==> src/rtl/wkf_pkg.sv <==
`timescale 1ns/1ps
package wkf_pkg;
   localparam int unsigned CRC_W = 16;
   localparam logic [CRC_W-1:0] POLY_REFL = 16'hA001;

   // one byte into a reflected CRC-16, bit 0 first
   function automatic logic [CRC_W-1:0] crc_byte(input logic [CRC_W-1:0] c,
                                                 input logic [7:0] d);
      logic [CRC_W-1:0] r;
      r = c;
      for (int b = 0; b < 8; b++) begin
         if (r[0] ^ d[b]) r = (r >> 1) ^ POLY_REFL;
         else             r = r >> 1;
      end
      return r;
   endfunction
endpackage

==> src/rtl/wkf_pos.sv <==
`timescale 1ns/1ps
module wkf_pos #(
   parameter int unsigned POS_W = 12
) (
   input  logic             clk,
   input  logic             rst_n,
   input  logic             frm_start,
   input  logic             byte_vld,
   output logic [POS_W-1:0] pos
);
   localparam logic [POS_W-1:0] POS_MAX = {POS_W{1'b1}};

   // saturates so that a long frame never wraps back into a window
   always_ff @(posedge clk) begin
      if (!rst_n)                         pos <= '0;
      else if (frm_start)                 pos <= '0;
      else if (byte_vld && pos != POS_MAX) pos <= pos + 1'b1;
   end
endmodule

==> src/rtl/wkf_lane.sv <==
`timescale 1ns/1ps
module wkf_lane
   import wkf_pkg::*;
#(
   parameter int unsigned MASK_BITS = 128,
   parameter int unsigned OFF_W     = 8,
   parameter int unsigned POS_W     = 12
) (
   input  logic                 clk,
   input  logic                 rst_n,
   input  logic                 frm_start,
   input  logic                 byte_vld,
   input  logic [7:0]           byte_dat,
   input  logic [POS_W-1:0]     pos,
   input  logic                 seed_ones,
   input  logic [MASK_BITS-1:0] mask,
   input  logic [OFF_W-1:0]     off,
   input  logic [CRC_W-1:0]     exp_crc,
   output logic                 hit
);
   localparam int unsigned IDX_W = (MASK_BITS > 1) ? $clog2(MASK_BITS) : 1;
   localparam logic [POS_W-1:0] WIN = POS_W'(MASK_BITS);

   logic [POS_W-1:0] off_ext, rel;
   logic             in_win, take;
   logic [CRC_W-1:0] crc;

   assign off_ext = POS_W'(off);
   assign rel     = pos - off_ext;
   assign in_win  = (pos >= off_ext) && (rel < WIN);
   assign take    = byte_vld && in_win && mask[rel[IDX_W-1:0]];

   always_ff @(posedge clk) begin
      if (!rst_n)         crc <= '0;
      else if (frm_start) crc <= seed_ones ? {CRC_W{1'b1}} : '0;
      else if (take)      crc <= crc_byte(crc, byte_dat);
   end

   assign hit = (crc == exp_crc);
endmodule

==> src/rtl/wkf_sticky.sv <==
`timescale 1ns/1ps
module wkf_sticky #(
   parameter bit SET_WINS = 1'b1
) (
   input  logic clk,
   input  logic rst_n,
   input  logic set,
   input  logic clr,
   output logic q
);
   logic q_nx;

   generate
      if (SET_WINS) begin : g_set_first
         assign q_nx = set | (q & ~clr);
      end else begin : g_clr_first
         assign q_nx = ~clr & (set | q);
      end
   endgenerate

   always_ff @(posedge clk) begin
      if (!rst_n) q <= 1'b0;
      else        q <= q_nx;
   end
endmodule

==> src/rtl/wkf_match_top.sv <==
`timescale 1ns/1ps
module wkf_match_top
   import wkf_pkg::*;
#(
   parameter int unsigned NSLOT     = 3,
   parameter int unsigned MASK_BITS = 128,
   parameter int unsigned OFF_W     = 8,
   parameter int unsigned POS_W     = 12
) (
   input  logic                       clk,
   input  logic                       rst_n,
   input  logic                       frm_start,
   input  logic                       byte_vld,
   input  logic [7:0]                 byte_dat,
   input  logic                       frm_end,
   input  logic [NSLOT-1:0]           slot_en,
   input  logic                       seed_ones,
   input  logic [NSLOT*MASK_BITS-1:0] cfg_mask,
   input  logic [NSLOT*OFF_W-1:0]     cfg_off,
   input  logic [NSLOT*CRC_W-1:0]     cfg_crc,
   input  logic                       link_chg,
   input  logic                       stat_rd,
   output logic                       wake_flag,
   output logic                       link_flag,
   output logic                       wake_req
);
   localparam int unsigned REACH = (1 << OFF_W) + MASK_BITS;

   if (NSLOT < 1)              $error("NSLOT must be at least 1");
   if (MASK_BITS < 1)          $error("MASK_BITS must be at least 1");
   if ((1 << POS_W) <= REACH)  $error("POS_W too small for offset plus window");

   logic [POS_W-1:0] pos;
   logic [NSLOT-1:0] hit;
   logic             frame_hit;

   wkf_pos #(.POS_W(POS_W)) u_pos (
      .clk(clk), .rst_n(rst_n), .frm_start(frm_start),
      .byte_vld(byte_vld), .pos(pos)
   );

   for (genvar s = 0; s < NSLOT; s++) begin : g_slot
      wkf_lane #(.MASK_BITS(MASK_BITS), .OFF_W(OFF_W), .POS_W(POS_W)) u_lane (
         .clk(clk), .rst_n(rst_n), .frm_start(frm_start),
         .byte_vld(byte_vld), .byte_dat(byte_dat), .pos(pos),
         .seed_ones(seed_ones),
         .mask(cfg_mask[s*MASK_BITS +: MASK_BITS]),
         .off(cfg_off[s*OFF_W +: OFF_W]),
         .exp_crc(cfg_crc[s*CRC_W +: CRC_W]),
         .hit(hit[s])
      );
   end

   assign frame_hit = frm_end && |(hit & slot_en);

   wkf_sticky #(.SET_WINS(1'b1)) u_wake (
      .clk(clk), .rst_n(rst_n), .set(frame_hit), .clr(stat_rd), .q(wake_flag)
   );

   wkf_sticky #(.SET_WINS(1'b1)) u_link (
      .clk(clk), .rst_n(rst_n), .set(link_chg), .clr(stat_rd), .q(link_flag)
   );

   always_ff @(posedge clk) begin
      if (!rst_n) wake_req <= 1'b0;
      else        wake_req <= frame_hit && !wake_flag;
   end
endmodule

==> config.mk <==
export PLATFORM = sky130hd
export DESIGN_NAME = wkf_match_top
export DESIGN_NICKNAME = d
export VERILOG_FILES = /design/src/rtl/wkf_pkg.sv /design/src/rtl/wkf_pos.sv /design/src/rtl/wkf_lane.sv /design/src/rtl/wkf_sticky.sv /design/src/rtl/wkf_match_top.sv
export SDC_FILE = /design/constraint.sdc
export NUM_CORES = 1
export LEC_CHECK = 0
export ABC_CLOCK_PERIOD_IN_PS = 7700
export BUFFER_PORTS_ARGS = -buffer_cell sky130_fd_sc_hd__clkbuf_2
export CORE_AREA = 2 2 185 187
export DETAILED_ROUTE_END_ITERATION = 16
export DIE_AREA = 0 0 187 189
export GPL_ROUTABILITY_DRIVEN = 0
export HOLD_SLACK_MARGIN = 0.03
export SLEW_MARGIN = 20
export SYNTH_ARGS = -nofsm -noshare
export SYNTH_HDL_FRONTEND = slang
export SYNTH_SLANG_ARGS = --single-unit
export TNS_END_PERCENT = 1
==> constraint.sdc <==
create_clock -name clk -period 7.7 [get_ports clk]
set_input_delay 1.155 -clock clk [delete_from_list [all_inputs] [get_ports clk]]
set_output_delay 1.155 -clock clk [all_outputs]
set_load 0.005 [all_outputs]
# ---- Word-level counts from Yosys, hierarchy flattened
# Index checks and enable logic that the tools add are counted.
dict set report classes {
  n_reduce_logical 18
  n_mux 100
  n_div 0
  bitwise 55
  order_cmp 9
  eq_ne 4
  n_mul 0
  n_addsub 4
  n_shift 0
}
# operator count
set op_table {}
lappend op_table {{two-way mux 16 bit} 94}
lappend op_table {{inverter 2 -> 3 bit} 24}
lappend op_table {{== test 16 bit} 3}
lappend op_table {{greater-or-equal comparator 12 x 8 -> 1 bit} 3}
lappend op_table {{less-than comparator 12 x 8 -> 1 bit (second input constant)} 3}
lappend op_table {{subtractor 12 x 8 -> 12 bit} 3}
lappend op_table {{less-than comparator 7 x 8 -> 1 bit (second input constant)} 3}
lappend op_table {{XOR 1 bit} 24}
lappend op_table {{binary-select mux 1 bit (select 7 bit)} 3}
lappend op_table {{adder 12 x 1 -> 12 bit (second input constant)} 1}
lappend op_table {{logical AND 1 bit} 12}
lappend op_table {{inequality test 12 bit (second input constant)} 1}
lappend op_table {{nonzero test 2 bit} 3}
lappend op_table {{AND 3 bit} 1}
lappend op_table {{two-way mux 1 bit} 3}
lappend op_table {{OR reduction 3 bit} 1}
lappend op_table {{AND 1 bit} 2}
lappend op_table {{inverter 1 bit} 2}
lappend op_table {{OR 1 bit} 2}
lappend op_table {{OR reduction 2 bit} 1}
lappend op_table {{zero test 1 bit} 1}
dict set report totals {
  out_inout_bits 3
  rom_bits 0
  latch_bits 0
  ram_bits 0
  n_memories 0
  wordCells 197
  inputBits 475
  reg_bits 63
}

# ---- Depth between registers and ports, before layout
dict set report logic_depth {
  ltp_word 42
  ltp_mapped 19
  mapped_depth_nobuf 13
}

# ---- Cells and area by module
# Synthesis repeated with hierarchy kept, for this count alone.
dict set report hier_totals {
  cells_unflattened 812
  area_unflattened_um2 8453.1
}
# mod n_inst area_per_inst_um2 cells_each seq_area_each_um2
set by_module_without_submodules {}
lappend by_module_without_submodules {wkf_lane 3 2561.2 243 320.3}
lappend by_module_without_submodules {wkf_pos 1 640.6 73 240.2}
lappend by_module_without_submodules {wkf_sticky 2 41.3 3 20.0}
lappend by_module_without_submodules {wkf_match_top 1 46.3 4 20.0}

# ---- Worst setup path before layout
# No wires, ideal clock.
dict set report synth_timing {
  path_type {input to register}
  startpoint {input cfg_off[0]}
  endpoint {register g_slot[0].u_lane.crc[2]}
  required_time_ns 7.568
  path_stages 14
  arrival_time_ns 4.170
  setup_slack_ns 3.398
  path_buffers 4
  setup_ns 0.132
  cell_sequence {ha_1 > inv_1 > fa_1 > buf_2 > buf_2 > buf_2 > mux4_2 > mux2_2 > o211ai_1 > a31oi_1 > o211ai_4 > buf_6 > mux2i_1 > a21oi_1}
}
dict set report synth_via {
  elab_chain_len 6
  elab_cells_between_ends 9
  classes_between {1 x add/sub; 2 x order compare; 2 x mux; 4 x reduce/logical}
}
# element line_no
set synth_rtl {}
lappend synth_rtl {{start: declaration} wkf_match_top.sv:19} ;# input logic [NSLOT*OFF_W-1:0] cfg_off,
lappend synth_rtl {{parallel branches: the longest is 4 deep, another holds subtractor 12 x 8 -> 12 bit} -}
lappend synth_rtl {{logical AND 1 bit (*)} wkf_lane.sv:31} ;# assign take = byte_vld && in_win && mask[rel[IDX_W-1:0]];
lappend synth_rtl {{nonzero test 2 bit (no line) (*)} -}
lappend synth_rtl {{end signal: assignment} wkf_lane.sv:35} ;# else if (frm_start) crc <= seed_ones ? {CRC_W{1'b1}} : '0;
lappend synth_rtl {{end signal: assignment} wkf_lane.sv:36} ;# else if (take) crc <= crc_byte(crc, byte_dat);
lappend synth_rtl {{end: declaration} wkf_lane.sv:26} ;# logic [CRC_W-1:0] crc;
# Every way passes the cells marked *. The select of a mux whose other input is x is not followed.
# A chain may end at the register's enable or synchronous reset.

# ---- Final worst setup path
dict set report layout_timing {
  startpoint {input cfg_off[8]}
  endpoint {register g_slot[1].u_lane.crc[14]}
}
dict set report layout_via {
  elab_chain_len 6
  elab_cells_between_ends 9
  classes_between {1 x add/sub; 2 x order compare; 2 x mux; 4 x reduce/logical}
}
# element line_no
set layout_rtl {}
lappend layout_rtl {{parallel branches: the longest is 4 deep, another holds subtractor 12 x 8 -> 12 bit} -}
lappend layout_rtl {{logical AND 1 bit (*)} wkf_lane.sv:31}
lappend layout_rtl {{nonzero test 2 bit (no line) (*)} -}
lappend layout_rtl {{end signal: assignment} wkf_lane.sv:35}
lappend layout_rtl {{end signal: assignment} wkf_lane.sv:36}
lappend layout_rtl {{end: declaration} wkf_lane.sv:26}
# Marked as above.

==> out/results.ini <==
[critical_path]
r2r_slack_ns=2.92
slowest_delay_ns=1.01
arrival_ns=5.31
crit_required_ns=7.97
r2r_end=g_slot[1].u_lane.crc[14]$_SDFFE_PN0P_
crit_type=in -> reg
critPathLaunchType=primary input
ff2ff_path_depth=14
cp_num_buf_inv=3
crit_top_cell=mux2i_1
crit_family=compound AO/OA/AOI/OAI gates
crit_slowest_cell=fa_4
r2r_start=u_pos.pos[0]$_SDFFE_PP0P_
crit_chain=clkbuf_2 -> ha_1 -> inv_1 -> fa_4 -> buf_16 -> nor2b_1 -> a2111oi_0 -> nor4_1 -> mux2i_1 -> mux2i_1 -> a22o_1 -> o21ai_2 -> or2_1 -> a311o_1
crit_fanout=50
endpoint_kind=flip-flop

[layout]
num-nets-final=1863
drive_above_1_share_pct=44.10
nFillCells=3479
n_antenna_cell=0
final_common_cell=clkbuf_2
utilization_pct=34.86
area_delta_synth_final_pct=36.15
mostFrequentLayoutCells=clkbuf_2, xnor2_1, mux2i_1

[timing]
relSlewSlack_pct=36.66
setup_viol=0
slew_violations=0
hold_viol=0
worst_pin_slew_ns=0.9454
rsz0062_at_grt=no
fmax_ghz=0.1984
skew_ns=0.008182
finalCritPeriodShare_pct=65.45
period_minus_slack_ns=5.040
fin_setup_tns_ns=0
fin_ws_ns=2.660

[placement]
dp_hpwl_um=26990
pre_cts_ws_ns=1.992
numPortBuffers=477

[floorplanning]
die-area_mm2=0.03534
row_count=67
dieHeight_um=189
fp.dieW_um=187
initial_core_util_pct=25.61
fp.coreArea_mm2=0.03328
top_level_ports=478

[global_route]
antenna_found_initial=0
grt_remaining_overflow=0
grt_pass1_vias=9144
grt_max_degree=81
grt_usage_pct=17.46
grt_pass1_wl_um=49380

[logic_synthesis]
seq_area_frac_synth_pct=14.80
yosys.area.top_type_share_pct=16.91
yosysUniqueCellTypes=68
avgSynthCellArea_um2=9.154
syn_area_mm2=0.008522
synth_edf_count=0
ys.flop_type=dfxtp_1
synth_cells=931
ys_ff_latch=63
async_flop_share_pct=0
ys_top_cells_by_area=mux4_2, dfxtp_1, xnor2_1
synth_area_leader_cell=mux4_2
yosys_warnings=0
synth.net_count=1434

[cts]
cts_hold_buf=0
post-cts-setup-buffers=0
cts_tree=yes
worst_skew_pair.late_latency_ns=0.33
path_clk_slew_ns=0.06
numCtsBuffers=9
clock-sinks=63
cts-htree-levels=3
cts_root_buffer=clkbuf_16
clock_path_buffers=2
cts_resized=0

[detailed_routing]
dr_wl_met3_um=1431
wl_um=31910
drc=0
vias=9108
top_layer=met4
dr.first_iter.drc_count=434
wl_per_cell_um=17.60
met2_length_um=16280
drtPass1Iterations=4
wl_met1_um=13670
vias_per_cell=5.024
ant_nets=0

[min_path]
hold_depth=1
hold_class=reg -> reg
min_to=wake_req$_SDFF_PN0_
worstHoldStart=u_wake.q$_SDFF_PN0_

[pwr]
peakVddDrop_uv=96.76
power.total_uw=1609
p_per_area_mw_per_mm2=138.7
leakagePower_uw=0.005326

[outcome]
status=finished clean

[flow_run]
maxCapViolCount=0

## worst reg2reg max path, stage by stage, from the launching register on
cell and delay (ns):
dfxtp_1 0.31, inv_1 0.26, ha_1 0.23, inv_1 0.06, fa_4 1.01, buf_16 0.31, nor2b_1 0.11, a2111oi_0 0.36
nor4_1 0.11, mux2i_1 0.15, mux2i_1 0.11, a22o_1 0.27, o21ai_2 0.62, or2_1 0.57, a311o_1 0.25
## cell usage after synthesis (all sizes together), types with 30 or more instances
master and number:
mux4 66, xor2 38, nand3 66, nor2 34, xnor2 109, clkbuf 30, inv 33, mux2i 92
dfxtp 63, a21oi 33, o21ai 41, buf 38, nand2 30
## area by class of cell
class	instances	area (µm²)	share of cell area, %
multi-input combinational	767	6837	58.92
timing repair buffer	486	2475	21.33
sequential	63	1261	10.87
tap	448	560.5	4.831
clock buffer	9	225.2	1.941
inverter	33	123.9	1.068
clock inverter	7	120.1	1.035
## layer usage
layer / track usage (%) / vias to the layer above
met5: 0 / -
met4: 4.060 / 0
met3: 2.224 / 38
met2: 31.16 / 301
met1: 22.37 / 4347
li1: - / 4422
## worst max path at each step
stage,cells past startpoint,slack (ns),start,endpoint
floorplan,14,3.40,cfg_off[0],g_slot[0].u_lane.crc[2]$_SDFFE_PN0P_
global placement,13,2.07,cfg_off[8],g_slot[1].u_lane.crc[14]$_SDFFE_PN0P_
detailed placement,13,1.99,cfg_off[8],g_slot[1].u_lane.crc[14]$_SDFFE_PN0P_
CTS,13,2.36,cfg_off[8],g_slot[1].u_lane.crc[14]$_SDFFE_PN0P_
global route,14,2.30,cfg_off[8],g_slot[1].u_lane.crc[14]$_SDFFE_PN0P_
finish,14,2.66,cfg_off[8],g_slot[1].u_lane.crc[14]$_SDFFE_PN0P_
## cells by family (layout without fill, tap and decap cells)
kind of cell,after synthesis,in the layout,share of synthesized area [%]
AOI/OAI and AO/OA,178,178,15.25
xor gates and xnor gates,147,147,15.20
adders and majority gates,28,28,4.375
buffers and inverters,101,535,5.711
DFF,63,63,14.80
muxes,168,168,29.70
and+or+nand+nor,246,246,14.96
## flip-flops by register name (all words and copies together), names as in the netlist
signal and count:
u_pos.pos 12, u_link.q 1, wake_req 1, g_slot.u_lane.crc 48, u_wake.q 1
## where the power goes
| group | total (µW) | internal (µW) | leakage, µW | switching (µW) |
|---|---|---|---|---|
| sequential | 369 | 343 | 0.000519 | 26.4 |
| combinational | 759 | 401 | 0.00464 | 358 |
| clock | 481 | 317 | 0.000166 | 163 |
## through the flow
| stage | area [µm²] | hold WS, ns | instances |
|---|---|---|---|
| 3_3_place_gp | 11210 | 0.4279 | 1796 |
| 4_1_cts | 11550 | 0.4474 | 1812 |
| 6_report | 11600 | 0.4421 | 1813 |
| 5_1_grt | 11600 | 0.4582 | 1813 |
| 2_1_floorplan | 8522 | 0.4289 | 931 |
| 3_5_place_dp | 11210 | 0.4338 | 1796 |
Power figures use the tool's default switching activity.
